--- src/rtl/snd_dma_pkg.sv ---
package snd_dma_pkg;
  localparam logic [2:0] RA_CTRL  = 3'd0;
  localparam logic [2:0] RA_A_CUR = 3'd1;
  localparam logic [2:0] RA_A_END = 3'd2;
  localparam logic [2:0] RA_B_CUR = 3'd3;
  localparam logic [2:0] RA_B_END = 3'd4;

  localparam int CTRL_CLR  = 7;
  localparam int CTRL_EN   = 5;
  localparam int SIZE_W    = 5;
  localparam int STOP_BIT  = 31;

  typedef enum logic [1:0] {F_IDLE, F_REQ, F_DATA} fetch_st_e;
endpackage

--- src/rtl/snd_dma_regs.sv ---
module snd_dma_regs import snd_dma_pkg::*; #(
  parameter int ADDR_W      = 24,
  parameter int BURST_BYTES = 16
) (
  input  logic              clk_i,
  input  logic              rst_ni,
  input  logic              we_i,
  input  logic [2:0]        addr_i,
  input  logic [31:0]       wdata_i,
  input  logic              burst_done_i,
  output logic              en_o,
  output logic              flush_o,
  output logic              fetch_ok_o,
  output logic [ADDR_W-1:0] act_addr_o,
  output logic [1:0]        stat_o
);
  localparam logic [ADDR_W-1:0] STEP = ADDR_W'(BURST_BYTES);

  logic [ADDR_W-1:0] cur_q [2];
  logic [ADDR_W-1:0] end_q [2];
  logic [1:0]        vld_q;
  logic              stop_q, act_q, halt_q, en_q, irq_q, ovr_q;

  logic ctrl_wr, clr_wr, en_req, desc_wr, oth, fin;
  logic [1:0] wr_end;
  logic [ADDR_W-1:0] nxt;

  assign ctrl_wr   = we_i && (addr_i == RA_CTRL);
  assign clr_wr    = ctrl_wr && wdata_i[CTRL_CLR];
  assign en_req    = wdata_i[CTRL_EN] && (wdata_i[SIZE_W-1:0] == SIZE_W'(BURST_BYTES));
  assign flush_o   = ctrl_wr && (wdata_i[CTRL_CLR] || !en_req);
  assign desc_wr   = we_i && (addr_i >= RA_A_CUR) && (addr_i <= RA_B_END);
  assign wr_end[0] = we_i && (addr_i == RA_A_END);
  assign wr_end[1] = we_i && (addr_i == RA_B_END);
  assign oth       = ~act_q;
  assign nxt       = cur_q[act_q] + STEP;
  assign fin       = burst_done_i && (nxt >= end_q[act_q]);

  always_ff @(posedge clk_i or negedge rst_ni) begin
    if (!rst_ni) begin
      for (int i = 0; i < 2; i++) begin
        cur_q[i] <= '0;
        end_q[i] <= '0;
      end
      vld_q <= '0; stop_q <= 1'b0; act_q <= 1'b0; halt_q <= 1'b0;
      en_q <= 1'b0; irq_q <= 1'b0; ovr_q <= 1'b0;
    end else if (clr_wr) begin
      for (int i = 0; i < 2; i++) begin
        cur_q[i] <= '0;
        end_q[i] <= '0;
      end
      vld_q <= '0; stop_q <= 1'b0; act_q <= 1'b0; halt_q <= 1'b0;
      en_q <= 1'b0; irq_q <= 1'b0; ovr_q <= 1'b0;
    end else begin
      if (ctrl_wr) en_q <= en_req;
      if (we_i && addr_i == RA_A_CUR) cur_q[0] <= wdata_i[ADDR_W-1:0];
      if (we_i && addr_i == RA_B_CUR) cur_q[1] <= wdata_i[ADDR_W-1:0];
      if (wr_end[0]) begin
        end_q[0] <= wdata_i[ADDR_W-1:0];
        vld_q[0] <= 1'b1;
      end
      if (wr_end[1]) begin
        end_q[1] <= wdata_i[ADDR_W-1:0];
        vld_q[1] <= 1'b1;
        stop_q   <= wdata_i[STOP_BIT];
      end
      if (desc_wr) irq_q <= 1'b0;
      // completion update wins over a same-cycle descriptor write
      if (burst_done_i) begin
        cur_q[act_q] <= nxt;
        if (fin) begin
          vld_q[act_q] <= 1'b0;
          irq_q        <= 1'b1;
          if (act_q && stop_q) begin
            halt_q <= 1'b1;
            ovr_q  <= 1'b1;
          end else begin
            act_q <= oth;
            if (!(vld_q[oth] || wr_end[oth])) ovr_q <= 1'b1;
          end
        end
      end
    end
  end

  assign en_o       = en_q;
  assign fetch_ok_o = en_q && vld_q[act_q] && !halt_q;
  assign act_addr_o = cur_q[act_q];
  assign stat_o     = {ovr_q, irq_q};

  AST_CLR_EMPTIES_STATUS: assert property (@(posedge clk_i) disable iff (!rst_ni)
    clr_wr |=> (stat_o == 2'b00));
  AST_DESC_WR_DROPS_IRQ: assert property (@(posedge clk_i) disable iff (!rst_ni)
    (desc_wr && !burst_done_i && !clr_wr) |=> !stat_o[0]);
  AST_OVR_STICKY: assert property (@(posedge clk_i) disable iff (!rst_ni)
    (stat_o[1] && !clr_wr) |=> stat_o[1]);
  AST_FINAL_B_DONE: assert property (@(posedge clk_i) disable iff (!rst_ni)
    (fin && act_q && stop_q && !clr_wr) |=> (stat_o == 2'b11));
endmodule

--- src/rtl/snd_dma_fetch.sv ---
module snd_dma_fetch import snd_dma_pkg::*; #(
  parameter int ADDR_W      = 24,
  parameter int BURST_BYTES = 16
) (
  input  logic              clk_i,
  input  logic              rst_ni,
  input  logic              ok_i,
  input  logic              room_i,
  input  logic              flush_i,
  input  logic [ADDR_W-1:0] addr_i,
  input  logic              gnt_i,
  input  logic              rvalid_i,
  output logic              req_o,
  output logic [ADDR_W-1:0] addr_o,
  output logic              push_o,
  output logic              done_o
);
  localparam int BW = $clog2(BURST_BYTES);

  fetch_st_e         st_q;
  logic [BW-1:0]     beat_q;
  logic [ADDR_W-1:0] addr_q;
  logic              drop_q, last;

  assign last = (beat_q == BW'(BURST_BYTES - 1));

  always_ff @(posedge clk_i or negedge rst_ni) begin
    if (!rst_ni) begin
      st_q <= F_IDLE; beat_q <= '0; addr_q <= '0; drop_q <= 1'b0;
    end else begin
      unique case (st_q)
        F_IDLE: if (ok_i && room_i && !flush_i) begin
          st_q   <= F_REQ;
          addr_q <= addr_i;
        end
        F_REQ: if (gnt_i) begin
          st_q   <= F_DATA;
          beat_q <= '0;
          drop_q <= flush_i;
        end else if (flush_i) begin
          st_q <= F_IDLE;
        end
        F_DATA: begin
          // a granted burst is always drained, but its bytes are dropped after a flush
          if (flush_i) drop_q <= 1'b1;
          if (rvalid_i) begin
            beat_q <= beat_q + 1'b1;
            if (last) st_q <= F_IDLE;
          end
        end
        default: st_q <= F_IDLE;
      endcase
    end
  end

  assign req_o  = (st_q == F_REQ);
  assign addr_o = addr_q;
  assign push_o = (st_q == F_DATA) && rvalid_i && !drop_q && !flush_i;
  assign done_o = push_o && last;

  AST_REQ_HELD: assert property (@(posedge clk_i) disable iff (!rst_ni)
    (req_o && !gnt_i && !flush_i) |=> req_o);
  AST_ADDR_STABLE: assert property (@(posedge clk_i) disable iff (!rst_ni)
    (req_o && !gnt_i && !flush_i) |=> $stable(addr_o));
  AST_NO_REQ_AFTER_FLUSH: assert property (@(posedge clk_i) disable iff (!rst_ni)
    flush_i |=> !req_o);
endmodule

--- src/rtl/snd_dma_fifo.sv ---
module snd_dma_fifo #(
  parameter int DEPTH = 32,
  parameter int W     = 8
) (
  input  logic                       clk_i,
  input  logic                       rst_ni,
  input  logic                       flush_i,
  input  logic                       push_i,
  input  logic [W-1:0]               wdata_i,
  input  logic                       pop_i,
  output logic [W-1:0]               rdata_o,
  output logic [$clog2(DEPTH+1)-1:0] cnt_o
);
  localparam int PW = $clog2(DEPTH);
  localparam int CW = $clog2(DEPTH + 1);

  logic [W-1:0]  mem_q [DEPTH];
  logic [PW-1:0] wp_q, rp_q;
  logic [CW-1:0] cnt_q;
  logic          do_push, do_pop;

  assign do_push = push_i && !flush_i;
  assign do_pop  = pop_i && !flush_i;

  always_ff @(posedge clk_i or negedge rst_ni) begin
    if (!rst_ni) begin
      wp_q <= '0; rp_q <= '0; cnt_q <= '0;
    end else if (flush_i) begin
      wp_q <= '0; rp_q <= '0; cnt_q <= '0;
    end else begin
      if (do_push) wp_q <= (wp_q == PW'(DEPTH - 1)) ? '0 : wp_q + 1'b1;
      if (do_pop)  rp_q <= (rp_q == PW'(DEPTH - 1)) ? '0 : rp_q + 1'b1;
      cnt_q <= cnt_q + CW'(do_push) - CW'(do_pop);
    end
  end

  always_ff @(posedge clk_i) begin
    if (do_push) mem_q[wp_q] <= wdata_i;
  end

  assign rdata_o = mem_q[rp_q];
  assign cnt_o   = cnt_q;

  AST_FIFO_NO_OVERFLOW: assert property (@(posedge clk_i) disable iff (!rst_ni)
    (push_i && !pop_i && !flush_i) |-> (cnt_q < CW'(DEPTH)));
  AST_FIFO_NO_UNDERFLOW: assert property (@(posedge clk_i) disable iff (!rst_ni)
    pop_i |-> (cnt_q != '0));
endmodule

--- src/rtl/snd_dma_pacer.sv ---
module snd_dma_pacer #(
  parameter int PERIOD = 1000
) (
  input  logic       clk_i,
  input  logic       rst_ni,
  input  logic       en_i,
  input  logic       flush_i,
  input  logic       empty_i,
  input  logic [7:0] data_i,
  output logic       pop_o,
  output logic       smp_valid_o,
  output logic [7:0] smp_data_o
);
  localparam int CW = $clog2(PERIOD + 1);

  logic [CW-1:0] cnt_q;
  logic          tick, vld_q;
  logic [7:0]    dat_q;

  assign tick  = en_i && !flush_i && (cnt_q == CW'(PERIOD - 1));
  assign pop_o = tick && !empty_i;

  always_ff @(posedge clk_i or negedge rst_ni) begin
    if (!rst_ni) begin
      cnt_q <= '0; vld_q <= 1'b0; dat_q <= '0;
    end else begin
      if (!en_i || flush_i || tick) cnt_q <= '0;
      else cnt_q <= cnt_q + 1'b1;
      vld_q <= pop_o;
      if (pop_o) dat_q <= data_i;
    end
  end

  assign smp_valid_o = vld_q;
  assign smp_data_o  = dat_q;

  AST_STROBE_SPACED: assert property (@(posedge clk_i) disable iff (!rst_ni)
    smp_valid_o |=> !smp_valid_o);
  AST_QUIET_WHEN_OFF: assert property (@(posedge clk_i) disable iff (!rst_ni)
    !en_i |=> !smp_valid_o);
endmodule

--- src/rtl/snd_dma.sv ---
module snd_dma import snd_dma_pkg::*; #(
  parameter int ADDR_W        = 24,
  parameter int BURST_BYTES   = 16,
  parameter int FIFO_BURSTS   = 2,
  parameter int SAMPLE_CYCLES = 1000
) (
  input  logic              clk_i,
  input  logic              rst_ni,
  input  logic              reg_we_i,
  input  logic [2:0]        reg_addr_i,
  input  logic [31:0]       reg_wdata_i,
  output logic [1:0]        stat_o,
  output logic              mem_req_o,
  output logic [ADDR_W-1:0] mem_addr_o,
  input  logic              mem_gnt_i,
  input  logic              mem_rvalid_i,
  input  logic [7:0]        mem_rdata_i,
  output logic              smp_valid_o,
  output logic [7:0]        smp_data_o
);
  localparam int DEPTH = BURST_BYTES * FIFO_BURSTS;
  localparam int CW    = $clog2(DEPTH + 1);

  logic              en, flush, ok, room, push, done, pop;
  logic [ADDR_W-1:0] act_addr;
  logic [7:0]        head;
  logic [CW-1:0]     cnt;

  assign room = (cnt <= CW'(DEPTH - BURST_BYTES));

  snd_dma_regs #(.ADDR_W(ADDR_W), .BURST_BYTES(BURST_BYTES)) u_regs (
    .clk_i, .rst_ni, .we_i(reg_we_i), .addr_i(reg_addr_i), .wdata_i(reg_wdata_i),
    .burst_done_i(done), .en_o(en), .flush_o(flush), .fetch_ok_o(ok),
    .act_addr_o(act_addr), .stat_o(stat_o)
  );

  snd_dma_fetch #(.ADDR_W(ADDR_W), .BURST_BYTES(BURST_BYTES)) u_fetch (
    .clk_i, .rst_ni, .ok_i(ok), .room_i(room), .flush_i(flush), .addr_i(act_addr),
    .gnt_i(mem_gnt_i), .rvalid_i(mem_rvalid_i), .req_o(mem_req_o),
    .addr_o(mem_addr_o), .push_o(push), .done_o(done)
  );

  snd_dma_fifo #(.DEPTH(DEPTH), .W(8)) u_fifo (
    .clk_i, .rst_ni, .flush_i(flush), .push_i(push), .wdata_i(mem_rdata_i),
    .pop_i(pop), .rdata_o(head), .cnt_o(cnt)
  );

  snd_dma_pacer #(.PERIOD(SAMPLE_CYCLES)) u_pacer (
    .clk_i, .rst_ni, .en_i(en), .flush_i(flush), .empty_i(cnt == '0),
    .data_i(head), .pop_o(pop), .smp_valid_o(smp_valid_o), .smp_data_o(smp_data_o)
  );

  AST_FETCH_NEEDS_ROOM: assert property (@(posedge clk_i) disable iff (!rst_ni)
    $rose(mem_req_o) |-> (cnt <= CW'(DEPTH - BURST_BYTES)));
endmodule

--- config.mk ---
export PLATFORM = sky130hd
export DESIGN_NAME = snd_dma
export DESIGN_NICKNAME = d
export VERILOG_FILES = /design/src/rtl/snd_dma_pkg.sv /design/src/rtl/snd_dma_regs.sv /design/src/rtl/snd_dma_fetch.sv /design/src/rtl/snd_dma_fifo.sv /design/src/rtl/snd_dma_pacer.sv /design/src/rtl/snd_dma.sv
export SDC_FILE = /design/constraint.sdc
export NUM_CORES = 1
export LEC_CHECK = 0
export BUFFER_PORTS_ARGS = -buffer_cell sky130_fd_sc_hd__buf_2
export CORE_MARGIN = 2
export CORE_UTILIZATION = 41
export CTS_CLUSTER_SIZE = 40
export DETAILED_ROUTE_END_ITERATION = 7
export HOLD_SLACK_MARGIN = 0.12
export PLACE_DENSITY_LB_ADDON = 0.08
export SYNTH_ARGS = -nofsm -noshare
export SYNTH_HDL_FRONTEND = slang
export SYNTH_SLANG_ARGS = --single-unit
export TNS_END_PERCENT = 20
--- constraint.sdc ---
create_clock -name clk_i -period 9.6 [get_ports clk_i]
set_input_delay 1.92 -clock clk_i [delete_from_list [all_inputs] [get_ports clk_i]]
set_output_delay 1.92 -clock clk_i [all_outputs]
set_load 0.05 [all_outputs]
==> results of run 1 <==
==> worst max path at each step <==
stage             startpoint         endpoint  cells past startpoint
2_1_floorplan  reg_addr_i[1]  u_fifo.cnt_o[4]                     16
3_3_place_gp    u_regs.act_q     u_regs.act_q                     14
3_5_place_dp    u_regs.act_q     u_regs.act_q                     14
4_1_cts         u_regs.act_q     u_regs.act_q                     14
5_1_grt         u_regs.act_q     u_regs.ovr_q                     14
6_report        u_regs.act_q     u_regs.act_q                     14
==> placed cells by master, fill, tap and decap left out, types with 8 or more instances in the layout <==
master	instances
sky130_fd_sc_hd__edfxtp_1	256
sky130_fd_sc_hd__dfrtp_1	167
sky130_fd_sc_hd__nand2_1	159
sky130_fd_sc_hd__nor2_1	124
sky130_fd_sc_hd__mux4_2	80
sky130_fd_sc_hd__mux2i_1	76
sky130_fd_sc_hd__buf_2	75
sky130_fd_sc_hd__nand3_1	74
sky130_fd_sc_hd__a21oi_1	72
sky130_fd_sc_hd__ha_1	46
sky130_fd_sc_hd__clkbuf_16	46
sky130_fd_sc_hd__o21ai_0	40
sky130_fd_sc_hd__inv_1	36
sky130_fd_sc_hd__a211oi_1	24
sky130_fd_sc_hd__xor2_1	17
sky130_fd_sc_hd__buf_4	17
sky130_fd_sc_hd__xnor2_1	14
sky130_fd_sc_hd__mux2_2	13
sky130_fd_sc_hd__nor3_1	11
sky130_fd_sc_hd__clkinv_2	11
sky130_fd_sc_hd__nand3b_1	10
sky130_fd_sc_hd__nand4_1	10
sky130_fd_sc_hd__a211oi_2	10
sky130_fd_sc_hd__clkbuf_8	8
==> layer usage <==
metal,vias to the layer above,track usage [%],part of all wire (%)
met5,-,0,0
met4,0,5.459,2.3
met3,63,3.107,4.3
met2,277,30.99,47
met1,5783,27.53,47
li1,5350,-,-
==> flip-flops by register name, indices dropped and copies added, names as in the netlist, 2 cells and up <==
signal and flops:
u_fifo.mem_q 256, u_regs.cur_q 48, u_regs.end_q 48, u_fetch.addr_o 24
u_pacer.cnt_q 10, u_pacer.smp_data_o 8, u_fifo.cnt_o 6, u_fifo.rp_q 5
u_fifo.wp_q 5, u_fetch.beat_q 4, u_fetch.st_q 2, u_regs.vld_q 2
==> worst max-delay path: cells and delay by family (launching register included) <==
kind                     cells  cell delay, ns
flip-flops                   1            0.63
adder cells (fa/ha/maj)      1            0.30
XOR/XNOR                     1            0.31
AO/OA/AOI/OAI                4            1.37
multiplexers                 1            0.33
AND/OR/NAND/NOR              5            1.61
buffers and inverters        2            0.79
==> layout make-up <==
type | instances | area, um^2 | share of cell area (%)
multi-input combinational | 866 | 6764 | 31.13
clock inverter | 25 | 329.1 | 1.514
sequential | 426 | 11950 | 55.00
timing repair buffer | 93 | 516.7 | 2.378
tap | 607 | 759.5 | 3.495
clock buffer | 60 | 1274 | 5.862
inverter | 36 | 135.1 | 0.6219
==> synthesized netlist by cell type (all sizes together) (11+ instances only) <==
master / number
edfxtp: 256
dfrtp: 170
nand2: 161
nor2: 126
mux4: 80
a21oi: 76
mux2i: 76
nand3: 76
clkbuf: 52
ha: 46
o21ai: 42
inv: 36
a211oi: 34
buf: 29
xor2: 17
xnor2: 14
mux2: 13
nor3: 11
==> cells by family after synthesis <==
family / count (synthesis) / synth area share (%)
buffers and inverters: 117 / 2.563
muxes: 169 / 14.12
and+or+nand+nor: 433 / 10.28
DFF: 426 / 62.25
adders and majority gates: 47 / 3.105
AOI/OAI and AO/OA: 186 / 6.262
xor gates and xnor gates: 31 / 1.415
==> stage by stage <==
stage	instances	area (um^2)	util [%]	total power, mW	worst slack (ns)
2_1_floorplan	1409	19180	-	2.864	4.677
3_3_place_gp	2028	20130	43.41	3.096	4.059
3_5_place_dp	2028	20130	43.41	3.113	4.025
4_1_cts	2113	21730	46.87	5.007	3.991
5_1_grt	2113	21730	46.87	5.188	3.647
6_report	2113	21730	46.87	4.947	4.102
==> power by group through the flow <==
| stage | sequential (mW) | combinational, mW | clock (mW) |
|---|---|---|---|
| 3_5_place_dp | 2.24 | 0.870 | 0 |
| 4_1_cts | 2.21 | 0.874 | 1.93 |
| 6_report | 2.21 | 0.863 | 1.88 |
| 5_1_grt | 2.23 | 0.964 | 1.99 |
| 2_1_floorplan | 2.40 | 0.468 | 0 |
| 3_3_place_gp | 2.24 | 0.857 | 0 |
==> metrics.log, run 1 <==
[metrics] hold wc startpoint: u_pacer.cnt_q[0]
[metrics] top post-synthesis cells by area: sky130_fd_sc_hd__edfxtp_1 (40%), sky130_fd_sc_hd__dfrtp_1 (22%), sky130_fd_sc_hd__mux4_2 (9.4%)
[metrics] count of different cell masters after synthesis: 61
[metrics] vias per cell: 5.430
[metrics] sequential element share of the synthesized area: 62.25%
[metrics] peak clock frequency supported by timing: 181.9 MHz
[metrics] share of final-layout standard cells stronger than drive strength 1: 19.52%
[metrics] Synth Cell Area: 0.01918 mm^2
[metrics] RSZ-0062 raised after global routing: false
[metrics] final estimated routing congestion in global placement: 0.7862
[metrics] CP Launch Type: register
[metrics] Final Hold Violating Endpoints: 0
[metrics] GRT Total Usage: 19.39%
[metrics] row cnt: 79
[metrics] sum of routed wire length over all layers: 46.30 mm
[metrics] cell breakdown of the critical path: buf_4 -> mux2i_1 -> a211oi_1 -> nand3_1 -> nor3_1 -> xor2_1 -> inv_1 -> ha_1 -> nand4_1 -> nor4_1 -> o211ai_1 -> o211ai_1 -> and2_1 -> o211a_1
[metrics] total nets after synthesis: 1,504
[metrics] power share of the clock group: 37.9%
[metrics] number of search-and-repair iterations in the first detailed-routing pass: 5
[metrics] worst reg-to-reg setup slack: 4.10 ns
[metrics] combinational power share: 17.4%
[metrics] relative area change from synthesis to final layout: 13.27%
[metrics] most used cell along the critical path: sky130_fd_sc_hd__o211ai_1
[metrics] worst hold-check path type: reg2reg
[metrics] final-layout worst hold slack: 0.4616 ns
[metrics] number of routed nets with antenna violations: 0
[metrics] post-cts gate resize count: 0
[metrics] num ports: 84
[metrics] maximum ir drop on the vdd rail: 0.0001596 V
[metrics] part of the cycle the worst path needs: 57.27%
[metrics] cell chosen for the clock root: sky130_fd_sc_hd__clkbuf_16
[metrics] Period minus WS final: 5.498 ns
[metrics] maximum root-to-sink buffer count: 3
[metrics] sort of element at the end of the critical path: register
[metrics] final setup fails: 0
[metrics] iteration-0 DRC count of the detailed router: 840
[metrics] share of synthesized registers carrying an async set or reset: 39.91%
[metrics] setup repair bufs after CTS: 0
[metrics] Starting Density: 41.38%
[metrics] post-route DRC violation count: 0
[metrics] required arrival time at the worst endpoint: 10.10 ns
[metrics] Avg Inst Size Synth: 13.61 um^2
[metrics] count of mapped cells out of synthesis: 1,409
[metrics] number of clock buffers inserted by TritonCTS: 46
[metrics] worst clock skew: 0.02159 ns
[metrics] grt total ovfl: 0
[metrics] clock transition at the register clock pins on the worst setup and hold paths after CTS: 0.06 ns
[metrics] leakage component of the power: 8.097 nW
[metrics] delay contributed by the slowest stage of the critical path: 0.70 ns
[metrics] Die Y-Extent: 220.3 um
[metrics] P_int: 3.529 mW
[metrics] number of synthesized flops with an enable pin: 256
[metrics] Worst Hold Depth: 1
[metrics] run status: finished, final reports clean
[metrics] final max-slew violation count: 0
[metrics] slew at the pin closest to its max-slew limit: 1.156 ns
[metrics] largest driver fanout on the critical path: 53
[metrics] count of nets after finishing: 1,564
[metrics] PD cells: 227.7 mW/mm^2
[metrics] die width: 220.3 um
[metrics] Core Region: 0.04636 mm^2
[metrics] kind of critical path: reg2reg
[metrics] switching part of the total: 28.67%
[metrics] via count of the first global-routing pass: 11,280
[metrics] maximum number of pins on one net before global-route repair: 102
[metrics] aggregate negative setup slack: 0 ns
[metrics] Via Count: 11,470
[metrics] share of Yosys cell area claimed by the top area cell type: 40.08%
[metrics] total number of clock tree sinks: 426
[metrics] area leader, netlist: sky130_fd_sc_hd__edfxtp_1
[metrics] number of cells traversed by the worst register-to-register path: 14
[metrics] hold buffer count at cts: 0
[metrics] total inserted antenna cells: 0
[metrics] overall die area: 0.04853 mm^2
[metrics] half-perimeter wire length after detailed placement: 28.70 mm
[metrics] count of fill cells added during filler insertion: 4,121
[metrics] synthesis-stage register bit count: 426
[metrics] worst-path cell with the longest stage delay: sky130_fd_sc_hd__buf_4
[metrics] warnings from Yosys: 0
[metrics] power spent charging and discharging nets: 1.418 mW
[metrics] start of the worst register-to-register path: u_regs.act_q
[metrics] part of the power in registers: 44.6%
[metrics] Min-Delay Endpoint: u_pacer.cnt_q[0]
[metrics] maxcap violations: 0
[metrics] WP data arrival: 6.00 ns
[metrics] latest clock arrival within the worst-skew pair: 0.59 ns
[metrics] drt wl/cell: 21.91 um
[metrics] global-route wire length before repair: 70.08 mm
[metrics] most used flip-flop cell after synthesis: sky130_fd_sc_hd__edfxtp_1
[metrics] FF-to-FF End: u_regs.act_q
[metrics] Slew Limit Headroom: 22.94%
[metrics] Port Buffer Count: 76
[metrics] Clock H-tree levels: 2
[metrics] antenna violations before repair: 0
[metrics] TritonCTS clock tree: yes
Note: power is estimated with default switching activity, not from simulation.
==> run 2: changes to the inputs <==
==> constraint.sdc (replaced) <==
create_clock -name clk_i -period 5.4 [get_ports clk_i]
set_input_delay 1.08 -clock clk_i [delete_from_list [all_inputs] [get_ports clk_i]]
set_output_delay 1.08 -clock clk_i [all_outputs]
set_load 0.05 [all_outputs]
==> metrics.log, run 2 (synthesis results as in run 1) <==
[metrics] run status: finished, final reports clean
[metrics] via count of the first global-routing pass: 11,640 (+3.2%)
[metrics] hold buffer count at cts: 0 (unchanged)
[metrics] maximum number of pins on one net before global-route repair: 103 (+0.98%)
[metrics] worst setup path start: u_regs.act_q
[metrics] Die Y-Extent: 220.3 um (unchanged)
[metrics] final max-slew violation count: 0 (unchanged)
[metrics] Core Region: 0.04636 mm^2 (unchanged)
[metrics] worst-path cell with the longest stage delay: sky130_fd_sc_hd__dfrtp_4
[metrics] TritonCTS clock tree: yes
[metrics] antenna violations before repair: 0 (unchanged)
[metrics] top register by number of flip-flops: u_fifo.mem_q
[metrics] number of search-and-repair iterations in the first detailed-routing pass: 5 (unchanged)
[metrics] post-route DRC violation count: 0 (unchanged)
[metrics] Clock H-tree levels: 2 (unchanged)
[metrics] GRT Total Usage: 19.92% (+0.53 points)
[metrics] die width: 220.3 um (unchanged)
[metrics] post-cts gate resize count: 0 (unchanged)
[metrics] count of nets after finishing: 1,572 (+0.51%)
[metrics] slew at the pin closest to its max-slew limit: 1.161 ns (+0.005002 ns)
[metrics] leakage component of the power: 8.073 nW (-0.29%)
[metrics] Setup Slack @ Placement: 0.6651 ns (-3.360 ns)
[metrics] kind of critical path: reg2reg
[metrics] aggregate negative setup slack: 0 ns (unchanged)
[metrics] commonest non-fill, non-tap cells in the layout: sky130_fd_sc_hd__edfxtp_1 (256), sky130_fd_sc_hd__dfrtp_1 (167), sky130_fd_sc_hd__nand2_1 (159)
[metrics] PnR worst setup slack: 0.8340 ns (-3.268 ns)
[metrics] global-route wire length before repair: 72.48 mm (+3.4%)
[metrics] setup repair bufs after CTS: 0 (unchanged)
[metrics] CP bufs+invs: 3 (+1)
[metrics] number of cells after detailed placement: 2,034 (+0.30%)
[metrics] Final Hold Violating Endpoints: 0 (unchanged)
[metrics] maxcap violations: 0 (unchanged)
[metrics] num ports: 84 (unchanged)
[metrics] final setup fails: 0 (unchanged)
[metrics] CP Launch Type: register
[metrics] critical path's top delay family: simple AND/OR/NAND/NOR gates
[metrics] largest registers ranked by flip-flop count: u_fifo.mem_q: 256 flops, u_regs.cur_q: 48 flops, u_regs.end_q: 48 flops
[metrics] worst clock skew: 0.02251 ns (+0.0009260 ns)
[metrics] required arrival time at the worst endpoint: 5.91 ns (-4.19 ns)
[metrics] vias per cell: 5.397 (-0.60%)
[metrics] half-perimeter wire length after detailed placement: 29.94 mm (+4.3%)
[metrics] peak clock frequency supported by timing: 219.0 MHz (+20%)
[metrics] final estimated routing congestion in global placement: 0.7666 (-2.5%)
[metrics] Port Buffer Count: 76 (unchanged)
[metrics] maximum root-to-sink buffer count: 3 (unchanged)
[metrics] start of the worst register-to-register path: u_regs.act_q
[metrics] drt wl/cell: 22.15 um (+1.1%)
[metrics] commonest non-fill, non-tap cell in the layout: sky130_fd_sc_hd__edfxtp_1
[metrics] maximum ir drop on the vdd rail: 0.0003249 V (+100%)
[metrics] WP data arrival: 5.08 ns (-0.92 ns)
[metrics] total number of clock tree sinks: 426 (unchanged)
[metrics] largest driver fanout on the critical path: 38 (-28%)
[metrics] grt total ovfl: 0 (unchanged)
[metrics] cell breakdown of the critical path: mux2i_1 -> inv_1 -> ha_1 -> inv_1 -> a221oi_1 -> nand3_1 -> nor2_1 -> xor2_1 -> inv_1 -> ha_1 -> nand4_1 -> nor4_1 -> o211ai_1 -> o211ai_1 -> and2_1 -> o211a_1
[metrics] clock transition at the register clock pins on the worst setup and hold paths after CTS: 0.06 ns (about the same)
[metrics] most used cell along the critical path: sky130_fd_sc_hd__inv_1
[metrics] part of the cycle the worst path needs: 84.56% (+27 points)
[metrics] RSZ-0062 raised after global routing: false
[metrics] number of clock buffers inserted by TritonCTS: 48 (+4.3%)
[metrics] max reg flops: 256 (unchanged)
[metrics] iteration-0 DRC count of the detailed router: 969 (+15%)
[metrics] relative area change from synthesis to final layout: 13.01%
[metrics] share of final-layout standard cells stronger than drive strength 1: 19.18% (-0.34 points)
[metrics] row cnt: 79 (unchanged)
[metrics] post-route insts no fill: 2,124 (+0.52%)
[metrics] number of routed nets with antenna violations: 0 (unchanged)
[metrics] Starting Density: 41.38% (unchanged)
[metrics] cell chosen for the clock root: sky130_fd_sc_hd__clkbuf_16
[metrics] hold wc startpoint: u_pacer.cnt_q[0]
[metrics] Via Count: 11,460 (-0.087%)
[metrics] Slew Limit Headroom: 22.61% (-0.33 points)
[metrics] sum of routed wire length over all layers: 47.05 mm (+1.6%)
[metrics] overall die area: 0.04853 mm^2 (unchanged)
[metrics] worst hold-check path type: reg2reg
[metrics] sort of element at the end of the critical path: register
[metrics] Period minus WS final: 4.566 ns (-0.9321 ns)
[metrics] PD cells: 397.1 mW/mm^2 (+74%)
[metrics] latest clock arrival within the worst-skew pair: 0.59 ns (about the same)
[metrics] delay contributed by the slowest stage of the critical path: 0.78 ns (+0.08 ns)
[metrics] total inserted antenna cells: 0 (unchanged)
==> run 2: cell count changes in the layout (fill, tap and decap cells not counted), sizes merged <==
cell | before | now
clkbuf | 61 | 72
buf | 92 | 98
bufinv | 7 | 1
==> run 2: per-stage QoR <==
stage	util [%]	total power, mW	area (um^2)	hold WS, ns
2_1_floorplan	-	5.091	19180	0.4329
6_report	46.76	8.608	21680	0.4617
3_3_place_gp	43.51	5.508	20170	0.4548
4_1_cts	46.76	8.706	21680	0.4659
5_1_grt	46.76	9.069	21680	0.4979
3_5_place_dp	43.51	5.540	20170	0.4585
==> run 2: worst reg2reg max path, cell delays in order, from the launching register on <==
cell	delay, ns
sky130_fd_sc_hd__dfrtp_4	0.78
sky130_fd_sc_hd__mux2i_1	0.28
sky130_fd_sc_hd__inv_1	0.10
sky130_fd_sc_hd__ha_1	0.21
sky130_fd_sc_hd__inv_1	0.07
sky130_fd_sc_hd__a221oi_1	0.41
sky130_fd_sc_hd__nand3_1	0.13
sky130_fd_sc_hd__nor2_1	0.15
sky130_fd_sc_hd__xor2_1	0.32
sky130_fd_sc_hd__inv_1	0.09
sky130_fd_sc_hd__ha_1	0.31
sky130_fd_sc_hd__nand4_1	0.12
sky130_fd_sc_hd__nor4_1	0.53
sky130_fd_sc_hd__o211ai_1	0.16
sky130_fd_sc_hd__o211ai_1	0.39
sky130_fd_sc_hd__and2_1	0.29
sky130_fd_sc_hd__o211a_1	0.16
==> run 2: final timing paths <==
path                       slack (ns)  depth (start not counted)           endpoint
setup / recovery                 0.83                         16       u_regs.act_q
hold / removal                   0.46                          1   u_pacer.cnt_q[0]
setup reg to reg                 0.83                         16       u_regs.act_q
hold reg to reg                  0.46                          1   u_pacer.cnt_q[0]
max in group asynchronous        3.64                          2       u_regs.act_q
min in group asynchronous        0.62                          1  u_fetch.addr_o[2]
==> run 2: power breakdown <==
part / internal, mW / switching (mW)
Sequential: 3.75 / 0.176
Combinational: 0.521 / 1.02
Clock: 1.82 / 1.32
Total: 6.09 / 2.51
==> run 2: final cells by class <==
| class | instances | area (um^2) |
|---|---|---|
| well taps | 607 | 759.5 |
| flip-flops and latches | 426 | 11950 |
| multi-input cells | 866 | 6763 |
| inverters | 36 | 135.1 |
| repair buffers | 99 | 561.8 |
| clock inverters | 19 | 118.9 |
| fillers | 4132 | 24680 |
| clock buffers | 71 | 1389 |
==> run 2: per-layer routing <==
layer | vias to the layer above | global-route usage [%] | share of wire (%)
met5 | - | 0 | 0
met4 | 0 | 5.503 | 2.0
met3 | 62 | 2.735 | 4.1
met2 | 228 | 32.04 | 47
met1 | 5798 | 28.47 | 47
li1 | 5375 | - | -
==> run 3: changes to the inputs <==
==> constraint.sdc (replaced) <==
create_clock -name clk_i -period 3.67 [get_ports clk_i]
set_input_delay 0.734 -clock clk_i [delete_from_list [all_inputs] [get_ports clk_i]]
set_output_delay 0.734 -clock clk_i [all_outputs]
set_load 0.05 [all_outputs]
==> metrics.log, run 3 (synthesis results as in run 1) <==
[metrics] maximum number of pins on one net before global-route repair: 77 (-25%)
[metrics] Via Count: 11,850 (+3.4%)
[metrics] clock transition at the register clock pins on the worst setup and hold paths after CTS: 0.06 ns (about the same)
[metrics] global-route wire length before repair: 73.34 mm (+1.2%)
[metrics] die width: 220.3 um (unchanged)
[metrics] max reg flops: 256 (unchanged)
[metrics] sort of element at the end of the critical path: register
[metrics] CP Launch Type: register
[metrics] final estimated routing congestion in global placement: 0.8279 (+8.0%)
[metrics] run status: finished, final reports clean
[metrics] Setup Slack @ Placement: -0.1006 ns (-0.7656 ns)
[metrics] sequential cell area in the final layout: 0.01195 mm^2 (unchanged)
[metrics] iteration-0 DRC count of the detailed router: 804 (-17%)
[metrics] antenna violations before repair: 0 (unchanged)
[metrics] number of search-and-repair iterations in the first detailed-routing pass: 5 (unchanged)
[metrics] leakage component of the power: 8.735 nW (+8.2%)
[metrics] number of routed nets with antenna violations: 0 (unchanged)
[metrics] count of nets after finishing: 1,678 (+6.7%)
[metrics] final max-slew violation count: 0 (unchanged)
[metrics] share of final-layout standard cells stronger than drive strength 1: 25.89% (+6.7 points)
[metrics] PD cells: 577.1 mW/mm^2 (+45%)
[metrics] kind of critical path: reg2reg
[metrics] Period minus WS final: 3.619 ns (-0.9472 ns)
[metrics] Core Region: 0.04636 mm^2 (unchanged)
[metrics] required arrival time at the worst endpoint: 4.20 ns (-1.71 ns)
[metrics] final setup fails: 0 (unchanged)
[metrics] WP data arrival: 4.14 ns (-0.94 ns)
[metrics] maximum root-to-sink buffer count: 3 (unchanged)
[metrics] half-perimeter wire length after detailed placement: 30.95 mm (+3.4%)
[metrics] relative area change from synthesis to final layout: 18.97%
[metrics] largest driver fanout on the critical path: 5 (-87%)
[metrics] largest registers ranked by flip-flop count: u_fifo.mem_q: 256 flops, u_regs.cur_q: 48 flops, u_regs.end_q: 48 flops
[metrics] critical path's top delay family: simple AND/OR/NAND/NOR gates
[metrics] latest clock arrival within the worst-skew pair: 0.60 ns (about the same)
[metrics] TritonCTS clock tree: yes
[metrics] Slew Limit Headroom: 33.47% (+11 points)
[metrics] peak clock frequency supported by timing: 276.3 MHz (+26%)
[metrics] start of the worst register-to-register path: u_regs.act_q
[metrics] Clock H-tree levels: 2 (unchanged)
[metrics] cell chosen for the clock root: sky130_fd_sc_hd__clkbuf_16
[metrics] Die Y-Extent: 220.3 um (unchanged)
[metrics] grt total ovfl: 0 (unchanged)
[metrics] slew at the pin closest to its max-slew limit: 0.9979 ns (-0.1630 ns)
[metrics] RSZ-0062 raised after global routing: true
[metrics] Final Hold Violating Endpoints: 0 (unchanged)
[metrics] commonest non-fill, non-tap cells in the layout: sky130_fd_sc_hd__edfxtp_1 (256), sky130_fd_sc_hd__dfrtp_1 (167), sky130_fd_sc_hd__nand2_1 (159)
[metrics] Starting Density: 41.38% (unchanged)
[metrics] vias per cell: 5.318 (-1.5%)
[metrics] worst reg-to-reg setup slack: 0.05 ns (-0.78 ns)
[metrics] via count of the first global-routing pass: 12,030 (+3.4%)
[metrics] number of cells traversed by the worst register-to-register path: 18 (+2)
[metrics] overall die area: 0.04853 mm^2 (unchanged)
[metrics] number of clock buffers inserted by TritonCTS: 48 (unchanged)
[metrics] row cnt: 79 (unchanged)
[metrics] sum of routed wire length over all layers: 47.36 mm (+0.66%)
[metrics] delay contributed by the slowest stage of the critical path: 0.48 ns (-0.30 ns)
[metrics] CP bufs+invs: 6 (+3)
[metrics] drt wl/cell: 21.25 um (-4.1%)
[metrics] post-route DRC violation count: 0 (unchanged)
[metrics] maximum ir drop on the vdd rail: 0.0004511 V (+39%)
[metrics] count of fill cells added during filler insertion: 4,050 (-2.0%)
[metrics] num ports: 84 (unchanged)
[metrics] maxcap violations: 0 (unchanged)
[metrics] part of the cycle the worst path needs: 98.60% (+14 points)
[metrics] combined area of the multi-input logic cells: 0.006887 mm^2 (+1.8%)
[metrics] PnR worst setup slack: 0.05124 ns (-0.7828 ns)
[metrics] commonest non-fill, non-tap cell in the layout: sky130_fd_sc_hd__edfxtp_1
[metrics] total number of clock tree sinks: 426 (unchanged)
[metrics] Port Buffer Count: 76 (unchanged)
[metrics] GRT Total Usage: 20.16% (+0.23 points)
[metrics] hold buffer count at cts: 0 (unchanged)
[metrics] worst hold-check path type: in2async
[metrics] cell breakdown of the critical path: buf_6 -> mux2i_4 -> inv_2 -> ha_4 -> inv_4 -> a221oi_4 -> buf_6 -> buf_6 -> nand4_1 -> xor2_2 -> ha_1 -> nand4_1 -> nor4_4 -> o211ai_1 -> o211ai_1 -> buf_4 -> and2_4 -> o211a_1
[metrics] worst clock skew: 0.01645 ns (-0.006062 ns)
[metrics] worst-path cell with the longest stage delay: sky130_fd_sc_hd__dfrtp_4
[metrics] total inserted antenna cells: 0 (unchanged)
[metrics] most used cell along the critical path: sky130_fd_sc_hd__buf_6
[metrics] top register by number of flip-flops: u_fifo.mem_q
[metrics] FF-to-FF End: u_regs.act_q
[metrics] finished layout cell area: 0.02282 mm^2 (+5.3%)
[metrics] instance area after placement: 0.02101 mm^2 (+4.2%)
-- run 3: worst reg2reg max path: stages, from the launching register on --
cell and delay, ns:
sky130_fd_sc_hd__dfrtp_4 0.48, sky130_fd_sc_hd__buf_6 0.14, sky130_fd_sc_hd__mux2i_4 0.19, sky130_fd_sc_hd__inv_2 0.07
sky130_fd_sc_hd__ha_4 0.15, sky130_fd_sc_hd__inv_4 0.04, sky130_fd_sc_hd__a221oi_4 0.23, sky130_fd_sc_hd__buf_6 0.16
sky130_fd_sc_hd__buf_6 0.09, sky130_fd_sc_hd__nand4_1 0.12, sky130_fd_sc_hd__xor2_2 0.22, sky130_fd_sc_hd__ha_1 0.30
sky130_fd_sc_hd__nand4_1 0.22, sky130_fd_sc_hd__nor4_4 0.36, sky130_fd_sc_hd__o211ai_1 0.14, sky130_fd_sc_hd__o211ai_1 0.19
sky130_fd_sc_hd__buf_4 0.16, sky130_fd_sc_hd__and2_4 0.16, sky130_fd_sc_hd__o211a_1 0.13
-- run 3: how the worst max path moves through the flow --
stage	start	end	slack [ns]	cells after the start
finish	u_regs.act_q	u_regs.act_q	0.05	18
global placement	u_regs.act_q	u_regs.act_q	-0.05	15
global route	u_regs.act_q	u_regs.act_q	-0.11	18
detailed placement	u_regs.act_q	u_regs.act_q	-0.10	16
CTS	u_regs.act_q	u_regs.act_q	0.0005	17
floorplan	u_regs.act_q	u_regs.act_q	-0.06	21
-- run 3: metrics by stage --
| stage | util, % | hold slack [ns] | cells | power (mW) | TNS, ns |
|---|---|---|---|---|---|
| after floorplan | - | 0.4329 | 1409 | 7.498 | -0.1301 |
| after global placement | 45.32 | 0.4460 | 2130 | 8.243 | -0.08434 |
| after detailed placement | 45.32 | 0.4556 | 2130 | 8.292 | -0.3339 |
| after CTS | 48.93 | 0.2034 | 2223 | 13.29 | 0 |
| after global routing | 49.23 | 0.2237 | 2229 | 13.85 | -0.3972 |
| final | 49.23 | 0.1892 | 2229 | 13.17 | 0 |
-- run 3: power breakdown --
| group | switching (mW) | internal, mW | leakage [nW] |
|---|---|---|---|
| sequential | 0.261 | 5.52 | 4.48 |
| clock | 1.99 | 2.97 | 0.796 |
| combinational | 1.54 | 0.899 | 3.46 |
| total | 3.79 | 9.38 | 8.73 |
-- run 3: per-layer routing --
| layer | GRT usage [%] | vias to the layer above | share of wire, % |
|---|---|---|---|
| met5 | 0 | - | 0 |
| met1 | 27.43 | 5947 | 45 |
| li1 | - | 5589 | - |
| met4 | 6.779 | 0 | 2.7 |
| met2 | 33.16 | 244 | 48 |
| met3 | 3.093 | 74 | 4.1 |
-- run 3: cell type report --
| type | instances | area share (%) |
|---|---|---|
| timing repair buffer | 205 | 6.382 |
| tap | 607 | 3.328 |
| clock buffer | 70 | 6.025 |
| sequential | 426 | 52.36 |
| inverter | 36 | 0.6031 |
| clock inverter | 19 | 1.124 |
| multi-input combinational | 866 | 30.18 |
-- run 3: timing repair --
action,in CTS,in global routing
resized for setup,4,19
setup endpoints to repair,6,6
pin swaps,4,9
setup buffers,4,6
